===== src/rtl/pwm_chan_pkg.sv =====
package pwm_chan_pkg;
  typedef enum logic {
    REG_WAVE = 1'b0,
    REG_CTRL = 1'b1
  } reg_sel_e;

  localparam int CNT_W_DEF   = 16;
  localparam int PRE_W_DEF   = 8;
  localparam int SEL_W_DEF   = 4;
  localparam int SEL_MAX_DEF = 8;
endpackage


===== src/rtl/pwm_clk_div.sv =====
module pwm_clk_div #(
  parameter int SEL_W   = 4,
  parameter int SEL_MAX = 8
) (
  input  logic             clk_i,
  input  logic             rst_ni,
  input  logic             run_i,
  input  logic             osc_tick_i,
  input  logic             bus_tick_i,
  input  logic             src_sel_i,
  input  logic [SEL_W-1:0] sel_i,
  output logic             tick_o
);
  localparam int DIV_W = (SEL_MAX > 0) ? SEL_MAX : 1;

  logic             src_tick;
  logic             sel_ok;
  logic [DIV_W-1:0] div_cnt;
  logic [DIV_W-1:0] mask;

  assign src_tick = src_sel_i ? bus_tick_i : osc_tick_i;
  assign sel_ok   = (sel_i <= SEL_W'(SEL_MAX));

  always_comb begin
    for (int i = 0; i < DIV_W; i++) mask[i] = (i < int'(sel_i));
  end

  assign tick_o = run_i && src_tick && sel_ok && ((div_cnt & mask) == mask);

  always_ff @(posedge clk_i or negedge rst_ni) begin
    if (!rst_ni)       div_cnt <= '0;
    else if (!run_i)   div_cnt <= '0;
    else if (src_tick) div_cnt <= div_cnt + DIV_W'(1);
  end

  // with S>=1 and S held, divided ticks are never on consecutive cycles
  p_div_gap_r3: assert property (@(posedge clk_i) disable iff (!rst_ni)
    (tick_o && sel_i != '0) |=> (!tick_o || !$stable(sel_i)));
endmodule


===== src/rtl/pwm_prescaler.sv =====
module pwm_prescaler #(
  parameter int PRE_W = 8
) (
  input  logic             clk_i,
  input  logic             rst_ni,
  input  logic             run_i,
  input  logic             div_tick_i,
  input  logic [PRE_W-1:0] k_i,
  output logic             tick_o
);
  logic [PRE_W-1:0] pre_cnt;
  logic             at_top;

  assign at_top = (pre_cnt >= k_i);
  assign tick_o = run_i && div_tick_i && at_top;

  always_ff @(posedge clk_i or negedge rst_ni) begin
    if (!rst_ni)         pre_cnt <= '0;
    else if (!run_i)     pre_cnt <= '0;
    else if (div_tick_i) pre_cnt <= at_top ? '0 : pre_cnt + PRE_W'(1);
  end

  // with K>=1 and K held, count ticks are never on consecutive cycles
  p_pre_gap_r4: assert property (@(posedge clk_i) disable iff (!rst_ni)
    (tick_o && k_i != '0) |=> (!tick_o || !$stable(k_i)));
endmodule


===== src/rtl/pwm_period_core.sv =====
module pwm_period_core #(
  parameter int CNT_W = 16
) (
  input  logic             clk_i,
  input  logic             rst_ni,
  input  logic             run_i,
  input  logic             tick_i,
  input  logic [CNT_W-1:0] stage_period_i,
  input  logic [CNT_W-1:0] stage_active_i,
  input  logic             stage_pol_i,
  input  logic             wr_accept_i,
  output logic             pending_o,
  output logic             pwm_o
);
  logic [CNT_W-1:0] cnt;
  logic [CNT_W-1:0] sh_period;
  logic [CNT_W-1:0] sh_active;
  logic             sh_pol;
  logic             wrap;
  logic             load;

  assign wrap = tick_i && (cnt == sh_period);
  assign load = !run_i || wrap;

  always_ff @(posedge clk_i or negedge rst_ni) begin
    if (!rst_ni)     cnt <= '0;
    else if (!run_i) cnt <= '0;
    else if (tick_i) cnt <= wrap ? '0 : cnt + CNT_W'(1);
  end

  always_ff @(posedge clk_i or negedge rst_ni) begin
    if (!rst_ni) begin
      sh_period <= '0;
      sh_active <= '0;
      sh_pol    <= 1'b1;
    end else if (load) begin
      sh_period <= stage_period_i;
      sh_active <= stage_active_i;
      sh_pol    <= stage_pol_i;
    end
  end

  always_ff @(posedge clk_i or negedge rst_ni) begin
    if (!rst_ni) pending_o <= 1'b0;
    else         pending_o <= run_i && (wr_accept_i || (pending_o && !load));
  end

  assign pwm_o = (run_i && (cnt < sh_active)) ? sh_pol : ~sh_pol;

  // the running count never passes the shadow period
  p_cnt_bound_r2: assert property (@(posedge clk_i) disable iff (!rst_ni)
    run_i |-> (cnt <= sh_period));

  // the shadow set only changes on the cycle the counter is back at 0
  p_shadow_at_wrap_r7: assert property (@(posedge clk_i) disable iff (!rst_ni)
    (run_i && $past(run_i) && cnt != '0) |->
      ($stable(sh_period) && $stable(sh_active) && $stable(sh_pol)));
endmodule


===== src/rtl/pwm_shadow_chan.sv =====
module pwm_shadow_chan
  import pwm_chan_pkg::*;
#(
  parameter int CNT_W   = CNT_W_DEF,
  parameter int PRE_W   = PRE_W_DEF,
  parameter int SEL_W   = SEL_W_DEF,
  parameter int SEL_MAX = SEL_MAX_DEF
) (
  input  logic               clk_i,
  input  logic               rst_ni,
  input  logic               osc_tick_i,
  input  logic               bus_tick_i,
  input  logic               wr_en_i,
  input  logic               wr_addr_i,
  input  logic [2*CNT_W-1:0] wr_data_i,
  output logic               pwm_o,
  output logic               ready_o,
  output logic               err_o
);
  localparam int DATA_W  = 2 * CNT_W;
  localparam int SEL_LSB = PRE_W;
  localparam int POL_BIT = PRE_W + SEL_W;
  localparam int SRC_BIT = POL_BIT + 1;
  localparam int EN_BIT  = POL_BIT + 2;

  logic [DATA_W-1:0] wave_q;
  logic [PRE_W-1:0]  k_q;
  logic [SEL_W-1:0]  sel_q;
  logic              pol_q, src_q, en_q, run_q;
  logic              wave_wr, ctrl_wr, accept;
  logic              div_tick, cnt_tick, pending;

  assign wave_wr = wr_en_i && (reg_sel_e'(wr_addr_i) == REG_WAVE);
  assign ctrl_wr = wr_en_i && (reg_sel_e'(wr_addr_i) == REG_CTRL);
  assign accept  = wave_wr && ready_o;
  assign ready_o = !pending;

  always_ff @(posedge clk_i or negedge rst_ni) begin
    if (!rst_ni) begin
      wave_q <= '0;
      k_q    <= '0;
      sel_q  <= '0;
      pol_q  <= 1'b1;
      src_q  <= 1'b0;
      en_q   <= 1'b0;
      run_q  <= 1'b0;
      err_o  <= 1'b0;
    end else begin
      run_q <= en_q;
      if (accept) wave_q <= wr_data_i;
      if (wave_wr && !ready_o) err_o <= 1'b1;
      if (ctrl_wr) begin
        k_q   <= wr_data_i[PRE_W-1:0];
        sel_q <= wr_data_i[SEL_LSB +: SEL_W];
        pol_q <= wr_data_i[POL_BIT];
        src_q <= wr_data_i[SRC_BIT];
        en_q  <= wr_data_i[EN_BIT];
      end
    end
  end

  pwm_clk_div #(.SEL_W(SEL_W), .SEL_MAX(SEL_MAX)) u_div (
    .clk_i      (clk_i),
    .rst_ni     (rst_ni),
    .run_i      (run_q),
    .osc_tick_i (osc_tick_i),
    .bus_tick_i (bus_tick_i),
    .src_sel_i  (src_q),
    .sel_i      (sel_q),
    .tick_o     (div_tick)
  );

  pwm_prescaler #(.PRE_W(PRE_W)) u_pre (
    .clk_i      (clk_i),
    .rst_ni     (rst_ni),
    .run_i      (run_q),
    .div_tick_i (div_tick),
    .k_i        (k_q),
    .tick_o     (cnt_tick)
  );

  pwm_period_core #(.CNT_W(CNT_W)) u_core (
    .clk_i          (clk_i),
    .rst_ni         (rst_ni),
    .run_i          (run_q),
    .tick_i         (cnt_tick),
    .stage_period_i (wave_q[DATA_W-1:CNT_W]),
    .stage_active_i (wave_q[CNT_W-1:0]),
    .stage_pol_i    (pol_q),
    .wr_accept_i    (accept),
    .pending_o      (pending),
    .pwm_o          (pwm_o)
  );

  // an accepted write while running makes the channel busy
  p_ready_drop_r8: assert property (@(posedge clk_i) disable iff (!rst_ni)
    (accept && run_q) |=> !ready_o);

  // a busy write leaves the staged wave word untouched
  p_busy_ignore_r9: assert property (@(posedge clk_i) disable iff (!rst_ni)
    (wave_wr && !ready_o) |=> $stable(wave_q));

  // the error flag is sticky
  p_err_sticky_r9: assert property (@(posedge clk_i) disable iff (!rst_ni)
    err_o |=> err_o);

  // no busy state while disabled
  p_idle_ready_r10: assert property (@(posedge clk_i) disable iff (!rst_ni)
    !run_q |-> ready_o);
endmodule


===== config.mk =====
export PLATFORM = sky130hd
export DESIGN_NAME = pwm_shadow_chan
export DESIGN_NICKNAME = d
export VERILOG_FILES = /design/src/rtl/pwm_chan_pkg.sv /design/src/rtl/pwm_clk_div.sv /design/src/rtl/pwm_prescaler.sv /design/src/rtl/pwm_period_core.sv /design/src/rtl/pwm_shadow_chan.sv
export SDC_FILE = /design/constraint.sdc
export NUM_CORES = 1
export LEC_CHECK = 0
export BUFFER_PORTS_ARGS = -buffer_cell sky130_fd_sc_hd__buf_2
export CORE_ASPECT_RATIO = 1.1
export CORE_UTILIZATION = 30
export DETAILED_ROUTE_END_ITERATION = 12
export SLEW_MARGIN = 30
export SYNTH_ARGS = -nofsm -noshare
export SYNTH_HDL_FRONTEND = slang
export SYNTH_SLANG_ARGS = --single-unit

===== constraint.sdc =====
create_clock -name clk_i -period 4.7 [get_ports clk_i]
set_input_delay 0.94 -clock clk_i [delete_from_list [all_inputs] [get_ports clk_i]]
set_output_delay 0.94 -clock clk_i [all_outputs]
set_load 0.005 [all_outputs]

== Yosys cells after proc, flatten, opt, wreduce, memory -nomap -nowiden ==
Index checks and enable logic that the tools add are counted.
Word-level totals
  bits in registers: 115
  output and inout bits: 3
  word-level logic and storage cells: 65
Cells by class
  add/sub/neg operators: 3
  order comparisons: 11
  equal/unequal tests: 5
  multiplexer cells: 10
  bitwise gates (word level): 3
  reductions and logical operators: 18
Operator list (number)
  2-to-1 mux 16 bit: 3
  2-to-1 mux 8 bit: 5
  adder 16 x 1 -> 16 bit, second input constant: 1
  adder 8 x 1 -> 8 bit, second input constant: 2
  equality test 16 bit: 1
  < comparator 16 bit: 1
  < comparator 3 x 4 -> 1 bit, first input constant: 4
  logical AND 1 bit: 13
  AND 8 bit: 1
  equality test 8 bit: 1
  >= comparator 8 bit: 1
  < comparator 1 x 4 -> 1 bit, first input constant: 2
  < comparator 2 x 4 -> 1 bit, first input constant: 2
  inequality test 2 x 1 -> 1 bit, second input constant: 3
  <= comparator 4 bit, second input constant: 1
  logical NOT 1 bit: 3
  logical OR 1 bit: 2
  2-to-1 mux 1 bit: 2
  NOT 1 bit: 2

== Depth between registers and ports, before layout ==
  depth after elaboration: 12
  mapped depth: 9
  gate-level depth less buffers: 8

== Cells and area by module ==
A second synthesis with hierarchy kept.
Second synthesis, totals
  cell total of the unflattened synthesis: 469
  area, all modules: 5705.5 µm²
By module, submodules not included
  pwm_period_core: instances 1, cells an instance 230, area an instance 2685.1 µm², sequential area each 1252.5 µm²
  pwm_shadow_chan: instances 1, cells an instance 105, area an instance 1836.8 µm², sequential area each 1227.4 µm²
  pwm_prescaler: instances 1, cells an instance 83, area an instance 686.9 µm², sequential area each 200.2 µm²
  pwm_clk_div: instances 1, cells an instance 51, area an instance 496.7 µm², sequential area each 200.2 µm²

== Worst setup path before layout ==
OpenSTA, ideal clock, no wires.
  path kind: register -> output
  start point: register u_core.cnt[5]
  end point: output pwm_o
  data arrival time: 1.742 ns
  slack: 2.018 ns
  cell stages (with the launch flop): 8
  path through: dfrtp_1 > ha_1 > a21oi_1 > nor2_1 > a211oi_1 > o31ai_1 > a2111o_1 > xor2_1
On the way
  longest elaborated chain between the ends: 3
Ends and longest elaborated chain
  start: declaration: RTL line pwm_period_core.sv:15  | logic [CNT_W-1:0] cnt;
  start signal: assignment: RTL line pwm_period_core.sv:28  | else if (tick_i) cnt <= wrap ? '0 : cnt + CNT_W'(1);
  < comparator 16 bit: RTL line pwm_period_core.sv:48  | assign pwm_o = (run_i && (cnt < sh_active)) ? sh_pol : ~sh_pol;
  logical AND 1 bit: RTL line pwm_period_core.sv:48
  2-to-1 mux 1 bit: RTL line pwm_period_core.sv:48
  end: declaration: RTL line pwm_shadow_chan.sv:16  | output logic pwm_o,
Every way passes these cells.

== Worst setup path in the final report ==
Same ends and word-level chain as after synthesis.

==> impl_metrics.sql <==
INSERT INTO impl_metrics (metric_group, metric, value, unit) VALUES
('run_status', 'outcome', 'finished clean', ''),
('global_routing', 'number_of_global_route_vias_before_repair', '4292', ''),
('global_routing', 'antenna_found_initial', '0', ''),
('synth', 'synthesis.area_per_instance', '11.5', 'µm²'),
('sta', 'timing.setup.tns', '0', 'ns'),
('placement', 'placed_area', '0.00622', 'mm²'),
('global_routing', 'grt.total_usage', '13.8', '%'),
('setup_path', 'cp_num_buf_inv', '1', ''),
('placement', 'post_placement_worst_setup_slack', '1.54', 'ns'),
('setup_path', 'critical_path.max_fanout', '6', ''),
('synth', 'synth_flop_cell', 'dfrtp_1', ''),
('synth', 'synth.cell_area', '0.00578', 'mm²'),
('setup_path', 'critical_path.startpoint_type', 'flop', ''),
('power', 'power.total', '3350', 'µW'),
('cts', 'post_cts_buffers', '0', ''),
('floorplan', 'core_area', '0.0186', 'mm²'),
('power', 'pwr_density_cell', '491', 'mW/mm²'),
('sta', 'timing.final.ws_setup', '1.25', 'ns'),
('drt', 'dr_total_vias', '4065', ''),
('synth', 'synth_warn', '0', ''),
('cts', 'clk_transition_reported_paths', '0.05', 'ns'),
('setup_path', 'critical_path.top_delay_family', 'compound AO/OA/AOI/OAI gates', ''),
('setup_path', 'crit_slowest_cell', 'dfrtp_1', ''),
('synth', 'number_of_enable_type_register_cells_in_the_synthesized_netlist', '0', ''),
('cts', 'ctsResizeCount', '0', ''),
('placement', 'routabilityCongestion', '0.857', ''),
('setup_path', 'crit_arrival', '2.51', 'ns'),
('layout', 'insertedDiodeCount', '0', ''),
('global_routing', 'maximum_number_of_pins_on_one_net_before_global_route_repair', '67', ''),
('floorplan', 'ios', '41', ''),
('layout', 'mostFrequentLayoutCells', 'dfrtp_1 (113), mux2_2 (52), buf_2 (39)', ''),
('global_routing', 'global_route_wire_length_before_repair', '21200', 'µm'),
('setup_path', 'crit_path_cell_trace', 'ha_1 -> a21oi_1 -> nor2_1 -> a211oi_1 -> o31ai_1 -> a2111o_1 -> xor2_1 -> buf_2', ''),
('sta', 'share_of_the_clock_period_used_by_the_worst_path', '73.5', '%'),
('placement', 'hpwl', '8730', 'µm'),
('sta', 'timing.clock.skew', '0.0107', 'ns'),
('synth', 'synthDistinctLibCells', '62', ''),
('cts', 'cts_tree', 'built', ''),
('sta', 'fmaxAchievable', '290', 'MHz'),
('setup_path', 'critical_path_start_end_classification', 'flop to primary output', ''),
('sta', 'setup_repair_after_global_routing_missed_its_margin', 'no', ''),
('worst_hold_path', 'hold_path.class', 'flop to flop', ''),
('drt', 'drt.antenna.violating_nets', '0', ''),
('floorplan', 'chipHeight', '148', 'µm'),
('sta', 'slew_headroom', '44.2', '%'),
('cts', 'cts_made_buffers', '17', ''),
('floorplan', 'die_w', '134', 'µm'),
('drt', 'drtIter0Drc', '386', ''),
('cts', 'cts_max_path_buffers', '2', ''),
('sta', 'max_slew.worst_pin.slew', '0.837', 'ns'),
('floorplan', 'fp-row-count', '52', ''),
('sta', 'hold_violations', '0', ''),
('synth', 'synth_top_area_share', '48.9', '%'),
('drt', 'drcViolationCount', '0', ''),
('power', 'leak_pwr', '0.00303', 'µW'),
('cts', 'clockRootBuffer', 'clkbuf_16', ''),
('cts', 'numClockSinks', '115', ''),
('synth', 'yosysTopAreaCell', 'dfrtp_1', ''),
('drt', 'wirelength', '12500', 'µm'),
('cts', 'number_of_h_tree_levels', '4', ''),
('placement', 'port_buffers', '40', ''),
('layout', 'nNetsFinal', '610', ''),
('synth', 'seq_total_area_yosys', '49.9', '%'),
('setup_path', 'timing.critical_path.to_type', 'primary output', ''),
('layout', 'syn2layout_area_growth', '18.1', '%'),
('flow_run', 'max-cap-violations', '0', ''),
('layout', 'layout.cell_area.non_filler', '0.00682', 'mm²'),
('drt', 'drt-wirelength-per-cell', '15.6', 'µm'),
('layout', 'post_route_cells_drive_above_1_share', '25.4', '%'),
('floorplan', 'die-area', '0.0198', 'mm²'),
('cts', 'clk_latency', '0.42', 'ns');
==> metal layers <==
| metal | vias up | global-route usage [%] | part of all wire (%) |
|---|---|---|---|
| li1 | 1888 | - | - |
| met1 | 2006 | 17.3 | 44 |
| met2 | 151 | 21.8 | 49 |
| met3 | 20 | 3.67 | 5.4 |
| met4 | 0 | 6.63 | 1.8 |
| met5 | - | 0 | 0 |
==> cell usage after synthesis (2+ instances only) <==
library cell	n
a211o_1	7
a211oi_1	4
a21oi_1	11
a221o_1	2
a22o_1	6
and2_1	2
and3_1	5
buf_2	3
buf_6	4
clkbuf_1	13
dfrtp_1	113
dfstp_2	2
ha_1	26
inv_1	32
mux2_1	30
mux2_2	52
nand2_1	34
nand2b_1	4
nand3_1	17
nand4_1	8
nor2_1	19
nor2b_1	3
nor3_1	7
nor4_1	9
nor4b_1	2
o2111ai_1	3
o21ai_0	18
o31ai_1	2
o41ai_1	3
or2_2	3
or3_1	3
xnor2_1	5
xor2_1	21
==> cell families (layout without fill, tap and decap cells) <==
kind of cell / after synthesis / in the layout / synth area share [%]
buffers and inverters: 55 / 112 / 4.25
AOI/OAI and AO/OA: 72 / 72 / 9.05
xor gates and xnor gates: 26 / 26 / 3.94
and+or+nand+nor: 125 / 125 / 11.1
DFF: 115 / 115 / 49.9
adders and majority gates: 26 / 26 / 5.63
muxes: 83 / 83 / 16.2
==> worst register-to-register path, stage by stage (launching register included) <==
cell	delay [ns]
dfrtp_1	0.72
inv_2	0.31
or4_4	0.64
nor2_2	0.67
a21oi_4	0.20
buf_8	0.24
mux2_1	0.34
==> flip-flops by register name, indices dropped and copies added, names as in the netlist <==
| signal | count |
|---|---|
| wave_q | 32 |
| sel_q | 4 |
| u_pre.pre_cnt | 8 |
| u_core.pending_o | 1 |
| u_core.sh_period | 16 |
| u_core.sh_active | 16 |
| pol_q | 1 |
| u_core.cnt | 16 |
| src_q | 1 |
| en_q | 1 |
| err_o | 1 |
| u_core.sh_pol | 1 |
| k_q | 8 |
| u_div.div_cnt | 8 |
| run_q | 1 |
==> metrics by stage <==
stage / hold WS, ns / std cells / util, %
after global placement: 0.368 / 769 / 33.4
after global routing: 0.412 / 802 / 36.7
after floorplan: 0.349 / 502 / -
after CTS: 0.395 / 802 / 36.7
after detailed placement: 0.386 / 770 / 33.4
final: 0.389 / 802 / 36.7
==> worst paths after layout <==
path | start | endpoint | slack (ns) | depth (start not counted)
worst min-delay path | en_q | run_q | 0.39 | 0
min in group asynchronous | rst_ni | k_q[6] | 0.63 | 1
max in group asynchronous | rst_ni | u_core.sh_active[8] | 3.18 | 2
worst max-delay path | u_core.cnt[5] | pwm_o | 1.25 | 8
worst min register to register | en_q | run_q | 0.39 | 0
worst max register to register | run_q | u_core.sh_period[8] | 1.46 | 6
==> final cells by class <==
class                      instances  area, µm²
clock buffer                      19        443
tap                              243        304
clock inverter                    13        159
sequential                       115       2880
inverter                          33        124
fill                            1847      11800
timing repair buffer              47        263
multi-input combinational        332       2650
==> power breakdown <==
part           switching (µW)  leakage [µW]  internal [µW]
clock network             464      0.000289            845
logic                     299       0.00133            325
registers                 184       0.00141           1240
Power figures use the tool's default switching activity.
